File: config.mk
export PLATFORM = sky130hd
export DESIGN_NAME = spi_accel_target
export DESIGN_NICKNAME = d
export VERILOG_FILES = /design/src/rtl/spi_accel_pkg.sv /design/src/rtl/spi_link_sync.sv /design/src/rtl/conv_stub.sv /design/src/rtl/spi_accel_target.sv
export SDC_FILE = /design/constraint.sdc
export NUM_CORES = 1
export LEC_CHECK = 0
export BUFFER_PORTS_ARGS = -buffer_cell sky130_fd_sc_hd__buf_2
export CORE_MARGIN = 3
export CORE_UTILIZATION = 43
export DETAILED_ROUTE_END_ITERATION = 12
export SETUP_SLACK_MARGIN = 0.2
export SYNTH_ARGS = -nofsm -noshare
export SYNTH_HDL_FRONTEND = slang
export SYNTH_SLANG_ARGS = --single-unit
export TNS_END_PERCENT = 1
File: constraint.sdc
create_clock -name clk -period 3.04 [get_ports clk]
set_input_delay 0 -clock clk [delete_from_list [all_inputs] [get_ports clk]]
set_output_delay 0 -clock clk [all_outputs]
set_load 0.1 [all_outputs]
File: src/rtl/spi_accel_pkg.sv
// Shared constants, phase type and pointer stepping for the accelerometer SPI target.
// Assumes 7-bit register addresses; the command MSB carries the direction.
package spi_accel_pkg;

    localparam logic [6:0] ADR_RES_LAST = 7'h07;
    localparam logic [6:0] ADR_CFG_LO   = 7'h0C;
    localparam logic [6:0] ADR_CFG_HI   = 7'h0D;
    localparam logic [6:0] ADR_STATUS   = 7'h0E;

    localparam logic [7:0] CFG_LO_RST   = 8'hE1;
    localparam logic [7:0] CFG_HI_RST   = 8'h40;

    typedef enum logic [1:0] {
        PH_CMD    = 2'd0,
        PH_WDATA  = 2'd1,
        PH_DONE   = 2'd2,
        PH_STREAM = 2'd3
    } phase_t;

    // Next address in the readback order; unmapped addresses stay put.
    function automatic logic [6:0] step_addr(input logic [6:0] a);
        logic [6:0] n;
        if (a < ADR_RES_LAST)       n = a + 7'd1;
        else if (a == ADR_RES_LAST) n = ADR_CFG_LO;
        else if (a == ADR_CFG_LO)   n = ADR_CFG_HI;
        else if (a == ADR_CFG_HI)   n = ADR_STATUS;
        else if (a == ADR_STATUS)   n = 7'h00;
        else                        n = a;
        return n;
    endfunction

endpackage

File: src/rtl/spi_link_sync.sv
// Brings the SPI pins into the clk domain and detects SCLK edges.
// Assumes every SCLK phase lasts well beyond STAGES+1 system clocks.
module spi_link_sync #(
    parameter int STAGES = 2
) (
    input  logic clk,
    input  logic rst_n,
    input  logic sclk,
    input  logic cs_n,
    input  logic mosi,
    output logic sclk_rise,
    output logic sclk_fall,
    output logic sel,
    output logic mosi_s
);
    logic [STAGES-1:0] sclk_q, cs_q, mosi_q;
    logic              sclk_d;

    // Shift the raw pins through the synchronizer chain.
    always_ff @(posedge clk) begin
        if (!rst_n) begin
            sclk_q <= '0;
            cs_q   <= '1;
            mosi_q <= '0;
            sclk_d <= 1'b0;
        end else begin
            sclk_q <= {sclk_q[STAGES-2:0], sclk};
            cs_q   <= {cs_q[STAGES-2:0], cs_n};
            mosi_q <= {mosi_q[STAGES-2:0], mosi};
            sclk_d <= sclk_q[STAGES-1];
        end
    end

    // Edge strobes and synchronized levels.
    always_comb begin
        sclk_rise = sclk_q[STAGES-1] & ~sclk_d;
        sclk_fall = ~sclk_q[STAGES-1] & sclk_d;
        sel       = ~cs_q[STAGES-1];
        mosi_s    = mosi_q[STAGES-1];
    end
endmodule

File: src/rtl/conv_stub.sv
// Stand-in for the analog converter: after a start pulse it waits CONV_CYCLES
// clocks, then latches all four channel inputs and pulses done for one clock.
module conv_stub #(
    parameter int CH_W        = 12,
    parameter int CONV_CYCLES = 256
) (
    input  logic                      clk,
    input  logic                      rst_n,
    input  logic                      start,
    input  logic [3:0][CH_W-1:0]      chan_in,
    output logic                      done,
    output logic [3:0][CH_W-1:0]      result
);
    localparam int CNT_W = $clog2(CONV_CYCLES + 1);

    logic [CNT_W-1:0] cnt;
    logic             running;

    // Count down the conversion time and capture the samples at the end.
    always_ff @(posedge clk) begin
        if (!rst_n) begin
            cnt     <= '0;
            running <= 1'b0;
            done    <= 1'b0;
            result  <= '0;
        end else begin
            done <= 1'b0;
            if (start) begin
                cnt     <= CNT_W'(CONV_CYCLES - 1);
                running <= 1'b1;
            end else if (running) begin
                if (cnt == '0) begin
                    running <= 1'b0;
                    done    <= 1'b1;
                    result  <= chan_in;
                end else begin
                    cnt <= cnt - 1'b1;
                end
            end
        end
    end
endmodule

File: src/rtl/spi_accel_target.sv
// SPI mode-0 target for the accelerometer register file with conversion readback.
// Assumes 9 <= CH_W <= 15 and SCLK much slower than clk.
module spi_accel_target #(
    parameter int CH_W        = 12,
    parameter int CONV_CYCLES = 256,
    parameter int SYNC_STAGES = 2
) (
    input  logic            clk,
    input  logic            rst_n,
    input  logic            spi_cs_n,
    input  logic            spi_sclk,
    input  logic            spi_mosi,
    input  logic [CH_W-1:0] chan_x,
    input  logic [CH_W-1:0] chan_y,
    input  logic [CH_W-1:0] chan_z,
    input  logic [CH_W-1:0] chan_aux,
    output logic            spi_miso,
    output logic            spi_miso_en,
    output logic            conv_busy
);
    import spi_accel_pkg::*;

    localparam int N_CH    = 4;
    localparam int LO_BITS = CH_W - 8;
    localparam int PAD     = 8 - LO_BITS;

    logic sclk_rise, sclk_fall, sel, mosi_s;
    logic [N_CH-1:0][CH_W-1:0] chan_in, result;
    logic conv_done, conv_start;

    phase_t     phase;
    logic [2:0] bit_cnt;
    logic [7:0] rx_sh, tx_sh, rx_next, ld_val;
    logic [6:0] wr_addr, ptr, ld_addr;
    logic [7:0] cfg_lo, cfg_hi;
    logic       ovr, busy, drive, byte_done;
    logic [7:0] hi_b [N_CH];
    logic [7:0] lo_b [N_CH];

    spi_link_sync #(.STAGES(SYNC_STAGES)) u_sync (
        .clk(clk), .rst_n(rst_n), .sclk(spi_sclk), .cs_n(spi_cs_n), .mosi(spi_mosi),
        .sclk_rise(sclk_rise), .sclk_fall(sclk_fall), .sel(sel), .mosi_s(mosi_s)
    );

    assign chan_in = {chan_aux, chan_z, chan_y, chan_x};

    conv_stub #(.CH_W(CH_W), .CONV_CYCLES(CONV_CYCLES)) u_conv (
        .clk(clk), .rst_n(rst_n), .start(conv_start), .chan_in(chan_in),
        .done(conv_done), .result(result)
    );

    // Split each latched channel into a high byte and a right-padded low byte.
    for (genvar g = 0; g < N_CH; g++) begin : g_bytes
        assign hi_b[g] = result[g][CH_W-1 -: 8];
        assign lo_b[g] = {result[g][LO_BITS-1:0], {PAD{1'b0}}};
    end

    // Incoming byte, byte boundary and the address whose contents get loaded next.
    always_comb begin
        rx_next   = {rx_sh[6:0], mosi_s};
        byte_done = sclk_rise && (bit_cnt == 3'd7);
        ld_addr   = (phase == PH_CMD) ? rx_next[6:0] : ptr;
    end

    // Register read mux.
    always_comb begin
        ld_val = 8'h00;
        if (ld_addr <= ADR_RES_LAST)
            ld_val = ld_addr[0] ? lo_b[ld_addr[2:1]] : hi_b[ld_addr[2:1]];
        else if (ld_addr == ADR_CFG_LO) ld_val = cfg_lo;
        else if (ld_addr == ADR_CFG_HI) ld_val = cfg_hi;
        else if (ld_addr == ADR_STATUS) ld_val = {7'd0, ovr};
    end

    // Transaction sequencer: shifting, command decode, writes, pointer and conversion control.
    always_ff @(posedge clk) begin
        if (!rst_n) begin
            phase      <= PH_CMD;
            bit_cnt    <= 3'd0;
            rx_sh      <= 8'h00;
            tx_sh      <= 8'h00;
            wr_addr    <= 7'd0;
            ptr        <= 7'd0;
            cfg_lo     <= CFG_LO_RST;
            cfg_hi     <= CFG_HI_RST;
            ovr        <= 1'b0;
            busy       <= 1'b0;
            drive      <= 1'b0;
            conv_start <= 1'b0;
        end else begin
            conv_start <= 1'b0;
            if (conv_done) busy <= 1'b0;
            if (!sel) begin
                phase   <= PH_CMD;
                bit_cnt <= 3'd0;
                tx_sh   <= 8'h00;
                drive   <= 1'b0;
            end else begin
                if (sclk_rise) begin
                    bit_cnt <= bit_cnt + 3'd1;
                    rx_sh   <= rx_next;
                    if (busy && phase == PH_STREAM) ovr <= 1'b1;
                end
                if (sclk_fall && bit_cnt != 3'd0 && phase == PH_STREAM)
                    tx_sh <= {tx_sh[6:0], 1'b0};
                if (conv_done && phase == PH_STREAM && bit_cnt == 3'd0 && !sclk_rise) begin
                    tx_sh <= ld_val;
                    ptr   <= step_addr(ptr);
                end
                if (byte_done) begin
                    case (phase)
                        PH_CMD: begin
                            if (rx_next[7]) begin
                                phase <= PH_STREAM;
                                drive <= 1'b1;
                                if (rx_next[6:0] <= ADR_RES_LAST) begin
                                    busy       <= 1'b1;
                                    conv_start <= 1'b1;
                                    tx_sh      <= 8'h00;
                                    ptr        <= rx_next[6:0];
                                end else begin
                                    tx_sh <= ld_val;
                                    ptr   <= step_addr(rx_next[6:0]);
                                    if (rx_next[6:0] == ADR_STATUS) ovr <= 1'b0;
                                end
                            end else begin
                                phase   <= PH_WDATA;
                                wr_addr <= rx_next[6:0];
                            end
                        end
                        PH_WDATA: begin
                            if (wr_addr == ADR_CFG_LO) cfg_lo <= rx_next;
                            if (wr_addr == ADR_CFG_HI) cfg_hi <= rx_next;
                            phase <= PH_DONE;
                        end
                        PH_STREAM: begin
                            if (busy) begin
                                tx_sh <= 8'h00;
                            end else begin
                                tx_sh <= ld_val;
                                ptr   <= step_addr(ptr);
                                if (ptr == ADR_STATUS) ovr <= 1'b0;
                            end
                        end
                        default: ;
                    endcase
                end
            end
        end
    end

    // Pin outputs; the enable drops at once when select rises.
    always_comb begin
        spi_miso    = tx_sh[7];
        spi_miso_en = drive & ~spi_cs_n;
        conv_busy   = busy;
    end
endmodule

* Word level (Yosys, flattened, before mapping) *
Index checks and enable logic that the tools add are counted.

storage, ports and cells
  bits in registers = 120
  input bits = 53
  output and inout bits = 3
  logic and storage cells = 152

cells by class
  add/sub/neg operators = 4
  magnitude comparators = 5
  eq/ne operators = 17
  muxes and demuxes = 60
  bitwise gates (word level) = 15
  reduce and logical (&&, ||, !) cells = 27

operators with widths
  kind                   count
  $mux W8                17
  $mux W7                16
  $eq A7 B4 Y1 const B   11
  $bmux W8 S2            2
  $mux W1                20
  $pmux W8 S2            1
  $add A7 B1 Y7 const B  2
  $eq A7 B3 Y1 const B   2
  $le A7 B3 Y1 const B   2
  $lt A7 B3 Y1 const B   2
  $pmux W7 S2            1
  $reduce_and A4 Y1      3
  $not A1 Y1             11
  $logic_not A9 Y1       1
  $sub A9 B1 Y9 const B  1
  $reduce_and A2 Y1      4
  $logic_and A1 B1 Y1    7
  $reduce_and A3 Y1      2
  $reduce_or A5 Y1       1
  $pmux W2 S2            1
  $reduce_bool A2 Y1     2
  $reduce_or A2 Y1       2
  $add A3 B1 Y3 const B  1
  $and A1 B1 Y1          3
  other kinds (13)       13

* Logic depth before layout (Yosys ltp) *
  word-level depth = 12
  depth in mapped cells = 10
  depth with buffers taken out = 7

* Hierarchy *
A second synthesis with hierarchy kept.

second synthesis, totals
  cells, all modules = 752
  area, all modules = 6503.7 µm²

by module, submodules not included
  module            times used  cells each  area each (µm²)  sequential area each (µm²)
  spi_accel_target  1           456         3781.1           1081.0
  conv_stub         1           279         2522.4           1181.1
  spi_link_sync     1           17          200.2            140.1

* Worst setup path before layout *
Ideal clock, no wire load.

  kind = reg-to-reg
  from = register phase[1]
  to = register tx_sh[4]
  setup time = 0.122 ns
  data arrival time = 2.487 ns
  data required time = 2.918 ns
  slack = 0.431 ns
  stages on the path, launching flop included = 9
  path buffers = 1
  period minus slack after synthesis = 2.609 ns
  cells stage by stage = dfxtp_1 > inv_1 > ha_1 > mux2i_1 > buf_2 > mux2i_1 > mux2i_1 > mux2_2 > a221o_1

between the ends
  longest elaborated chain between the ends = 12
  elaborated cells between the ends (all ways) = 28
  those cells by class = order compare (1); eq/ne (3); mux (18); bitwise (1); reduce/logical (5)

RTL lines
  what                                         line                                              text
  start: declaration                           spi_accel_target.sv:31                            phase_t phase;
  start signal: assignment                     spi_accel_target.sv:78                            phase <= PH_CMD;
  start signal: assignment                     spi_accel_target.sv:94                            phase <= PH_CMD;
  start signal: assignment                     spi_accel_target.sv:114                           phase <= PH_STREAM;
  $logic_not A2 Y1                             spi_accel_target.sv:62, spi_accel_target.sv:111
  $mux W7                                      spi_accel_target.sv:62                            ld_addr = (phase == PH_CMD) ? rx_next[6:0] : ptr;
  $not A2 Y3 (not written as such)             spi_accel_target.sv:69                            ld_val = ld_addr[0] ? lo_b[ld_addr[2:1]] : hi_b[ld_addr[2:1]];
  $bmux W8 S2                                  spi_accel_target.sv:69
  $mux W8 (not written as such) (2 in series)  spi_accel_target.sv:69
  $mux W8                                      spi_accel_target.sv:69
  $mux W8                                      spi_accel_target.sv:68                            if (ld_addr <= ADR_RES_LAST)
  $mux W8 (on tied branches)                   spi_accel_target.sv:106, spi_accel_target.sv:116
  $mux W8                                      spi_accel_target.sv:113                           if (rx_next[7]) begin
  $pmux W8 S2                                  spi_accel_target.sv:111                           case (phase)
  $mux W8 (*)                                  spi_accel_target.sv:110                           if (byte_done) begin
  end signal: assignment                       spi_accel_target.sv:105                           tx_sh <= {tx_sh[6:0], 1'b0};
  end signal: assignment                       spi_accel_target.sv:107                           tx_sh <= ld_val;
  end signal: assignment                       spi_accel_target.sv:122                           tx_sh <= ld_val;
  end: declaration                             spi_accel_target.sv:33                            logic [7:0] rx_sh, tx_sh, rx_next, ld_val;

Mark *: on every way between the ends. The rest lies on a longest branch, timed or not. The select of a mux whose other input is x is not followed.
A chain may end at the register's enable or synchronous reset.

* Worst setup path after layout *
  from = register u_conv.cnt[3]
  to = register u_conv.result[34] (netlist name)

between the ends
  longest elaborated chain between the ends = 2

RTL lines
  what                         line             text
  start: declaration           conv_stub.sv:16  logic [CNT_W-1:0] cnt;
  start signal: assignment     conv_stub.sv:29  cnt <= CNT_W'(CONV_CYCLES - 1);
  start signal: assignment     conv_stub.sv:37  cnt <= cnt - 1'b1;
  $logic_not A9 Y1             conv_stub.sv:32  if (cnt == '0) begin
  $reduce_and A3 Y1 (no line)  n/a
  end signal: assignment       conv_stub.sv:35  result <= chan_in;
  end: declaration             conv_stub.sv:12  output logic [3:0][CH_W-1:0] result

Every way passes these cells.

==> impl_metrics.tcl <==
set metrics [dict create \
    path_max_fanout 49 \
    die_w_microns 121 \
    setup_viol 0 \
    peakVddDrop_v 0.000370 \
    place_inst 806 \
    cts_tree "built" \
    fp.dieH_microns 121 \
    ys_warn_count 0 \
    final.min_clock_period_ns 2.53 \
    worst_slew_pin_slew_ns 0.941 \
    nets 774 \
    maxCapViolCount 0 \
    vias 4686 \
    critical-path-slowest-cell "or4_4" \
    root_buffer "clkbuf_16" \
    numCtsBuffers 17 \
    grtUsageTotal_pct 20.0 \
    hold_class "input pin to register" \
    powerDensity_nw_per_um2 497 \
    grt_pass1_wl_mm 23.2 \
    post_cts_buffers 0 \
    regArea_sq_um 2400 \
    antenna_found_initial 0 \
    route.antenna.remaining_nets 0 \
    routed_wl_mm 13.8 \
    final_cell_mix "dfxtp_1 (120), nor2_1 (103), mux2i_1 (102)" \
    multi_input_area_sq_um 3080 \
    endpoint_kind "register" \
    fin_crit_sh_pct 83.4 \
    start_util_pct 44.6 \
    synthCells 601 \
    htree_num_levels 4 \
    cp_cell_sequence "or4_4 > or4_1 > or3_2 > buf_12 > mux2i_1 > nor2_1" \
    cpPeakStageDelay_ns 0.56 \
    drc 0 \
    avgSynthCellArea_sq_um 9.48 \
    synthFlopType "dfxtp_1" \
    fill_cells 1111 \
    clk_latency_ns 0.42 \
    cts.sinks 120 \
    setup.worst_path.start_class "register" \
    areaGrowthSynthToFinish_pct 27.7 \
    dr.first_iter.drc_count 238 \
    finalPower_w 0.00362 \
    vias_per_cell 5.26 \
    grt_pass1_vias 4683 \
    drive_gt1_share_pct 17.4 \
    hold_violations 0 \
    die-area_sq_um 14700 \
    grt_max_degree 89 \
    crit_arrival_ns 2.80 \
    timing.fmax_mhz 395 \
    hpwl_mm 9.32 \
    cts_resized 0 \
    synth_area_sq_um 5700 \
    maxSlewViolCount 0 \
    synth.yosys.seq_area_share_pct 42.1 \
    ys_ff_latch 120 \
    wl_per_cell_microns 15.5 \
    synth.net_count 669 \
    fin_tns_setup_ns 0 \
    pin_count 56 \
    status "complete, no violations" \
    async_flop_share_pct 0 \
    io_buffer_count 55 \
    num_antenna_cells 0 \
    path_class "register to register" \
    clk_pin_slew_worst_paths_ns 0.06 \
    holdWs_ns 0.321 \
    cts_max_path_buffers 2 \
    max_slew_margin_pct 37.3 \
    cp.required_ns 3.30 \
    leakage_nw 3.34 \
    rsz0062_at_grt "false" \
    num_rows 41 \
    synth_edf_count 0 \
    core-area_sq_um 12800 \
    fin_cells 891 \
    finClkSkew_ns 0.00991 \
    final_common_cell "dfxtp_1" \
    first_pass_iters 4 \
    grt_overflow_total 0 \
    globalplace.congestion 0.851 \
    synth.distinct_cells 61 \
]
critical path: cells and delay by family (launching register included):
| kind | cells | cell delay, ns |
|---|---|---|
| flops | 1 | 0.34 |
| mux | 1 | 0.21 |
| simple gates | 4 | 1.57 |
| buf+inv | 1 | 0.23 |
cell families after synthesis:
family / after synthesis / synth area share [%]
fa+ha+maj: 15 / 3.29
simple gates: 201 / 17.0
flops: 120 / 42.1
xor+xnor: 7 / 1.08
buf+inv: 57 / 4.13
compound gates: 82 / 9.99
mux: 119 / 22.4
path summary, 6_finish.rpt:
path                               from                        endpoint  slack, ns  cells past startpoint
max          u_conv.cnt[3]$_SDFFE_PN0P_  u_conv.result[34]$_SDFFE_PN0P_       0.51                      6
min                            spi_mosi     u_sync.mosi_q[0]$_SDFF_PN0_       0.32                      3
min reg2reg   u_sync.cs_q[0]$_SDFF_PN1_       u_sync.cs_q[1]$_SDFF_PN1_       0.41                      1
max reg2reg  u_conv.cnt[3]$_SDFFE_PN0P_  u_conv.result[34]$_SDFFE_PN0P_       0.51                      6
state kept, by name, indices dropped and copies added (netlist names), 3 cells and up:
name / flops
ptr: 7
cfg_hi: 8
cfg_lo: 8
rx_sh: 7
wr_addr: 7
u_conv.cnt: 9
bit_cnt: 3
tx_sh: 8
u_conv.result: 48
final cells by class:
cell class,instances,share of cell area [%]
tap,172,2.96
sequential,120,33.0
clock inverter,12,1.38
multi-input combinational,424,42.3
timing repair buffer,123,13.0
clock buffer,20,6.41
inverter,20,1.03
per-stage QoR:
step / instance area [sq um] / utilization, % / setup WS, ns
final: 7280 / 57.0 / 0.506
after global routing: 7280 / 57.0 / 0.400
after CTS: 7280 / 57.0 / 0.517
after detailed placement: 6180 / 48.4 / 0.532
after global placement: 6180 / 48.4 / 0.588
after floorplan: 5700 / - / 0.431
routing by layer:
metal  share of wire, %  vias to the layer above  wire length, microns  track usage (%)
met2                 48                      105                  6550             32.1
met3                4.1                       20                   560             4.90
li1                   -                     2345                     -                -
met1                 47                     2216                  6440             25.7
met5                  0                        -                     0                0
met4                1.7                        0                   234             8.40
report_power, final:
part	switching, W	leakage, nW	internal (W)
combinational	0.0000664	2.10	0.0000882
clock	0.000700	0.278	0.00118
sequential	0.00000638	0.968	0.00158
Yosys cell counts (5+ instances only):
| cell type | number | area [sq um] |
|---|---|---|
| mux2i_1 | 105 | 1050 |
| clkbuf_1 | 26 | 97.6 |
| nand2b_1 | 9 | 56.3 |
| xnor2_1 | 5 | 43.8 |
| inv_1 | 19 | 71.3 |
| nand3_1 | 10 | 50.1 |
| nand2_1 | 25 | 93.8 |
| mux4_2 | 6 | 135 |
| o22ai_1 | 6 | 37.5 |
| dfxtp_1 | 120 | 2400 |
| mux2_2 | 8 | 90.1 |
| a21oi_1 | 17 | 85.1 |
| nor4b_1 | 5 | 43.8 |
| o211ai_1 | 5 | 37.5 |
| nor3_1 | 7 | 35.0 |
| buf_2 | 5 | 25.0 |
| nor2_1 | 103 | 387 |
| and2_1 | 11 | 68.8 |
| o21ai_0 | 14 | 70.1 |
| ha_1 | 15 | 188 |
repair_timing:
| item | CTS | global route |
|---|---|---|
| hold buffers | 53 | 0 |
| endpoints found under the setup margin | 0 | 0 |
| hold endpoints to repair | 57 | 0 |
Note: power is estimated with default switching activity, not from simulation.
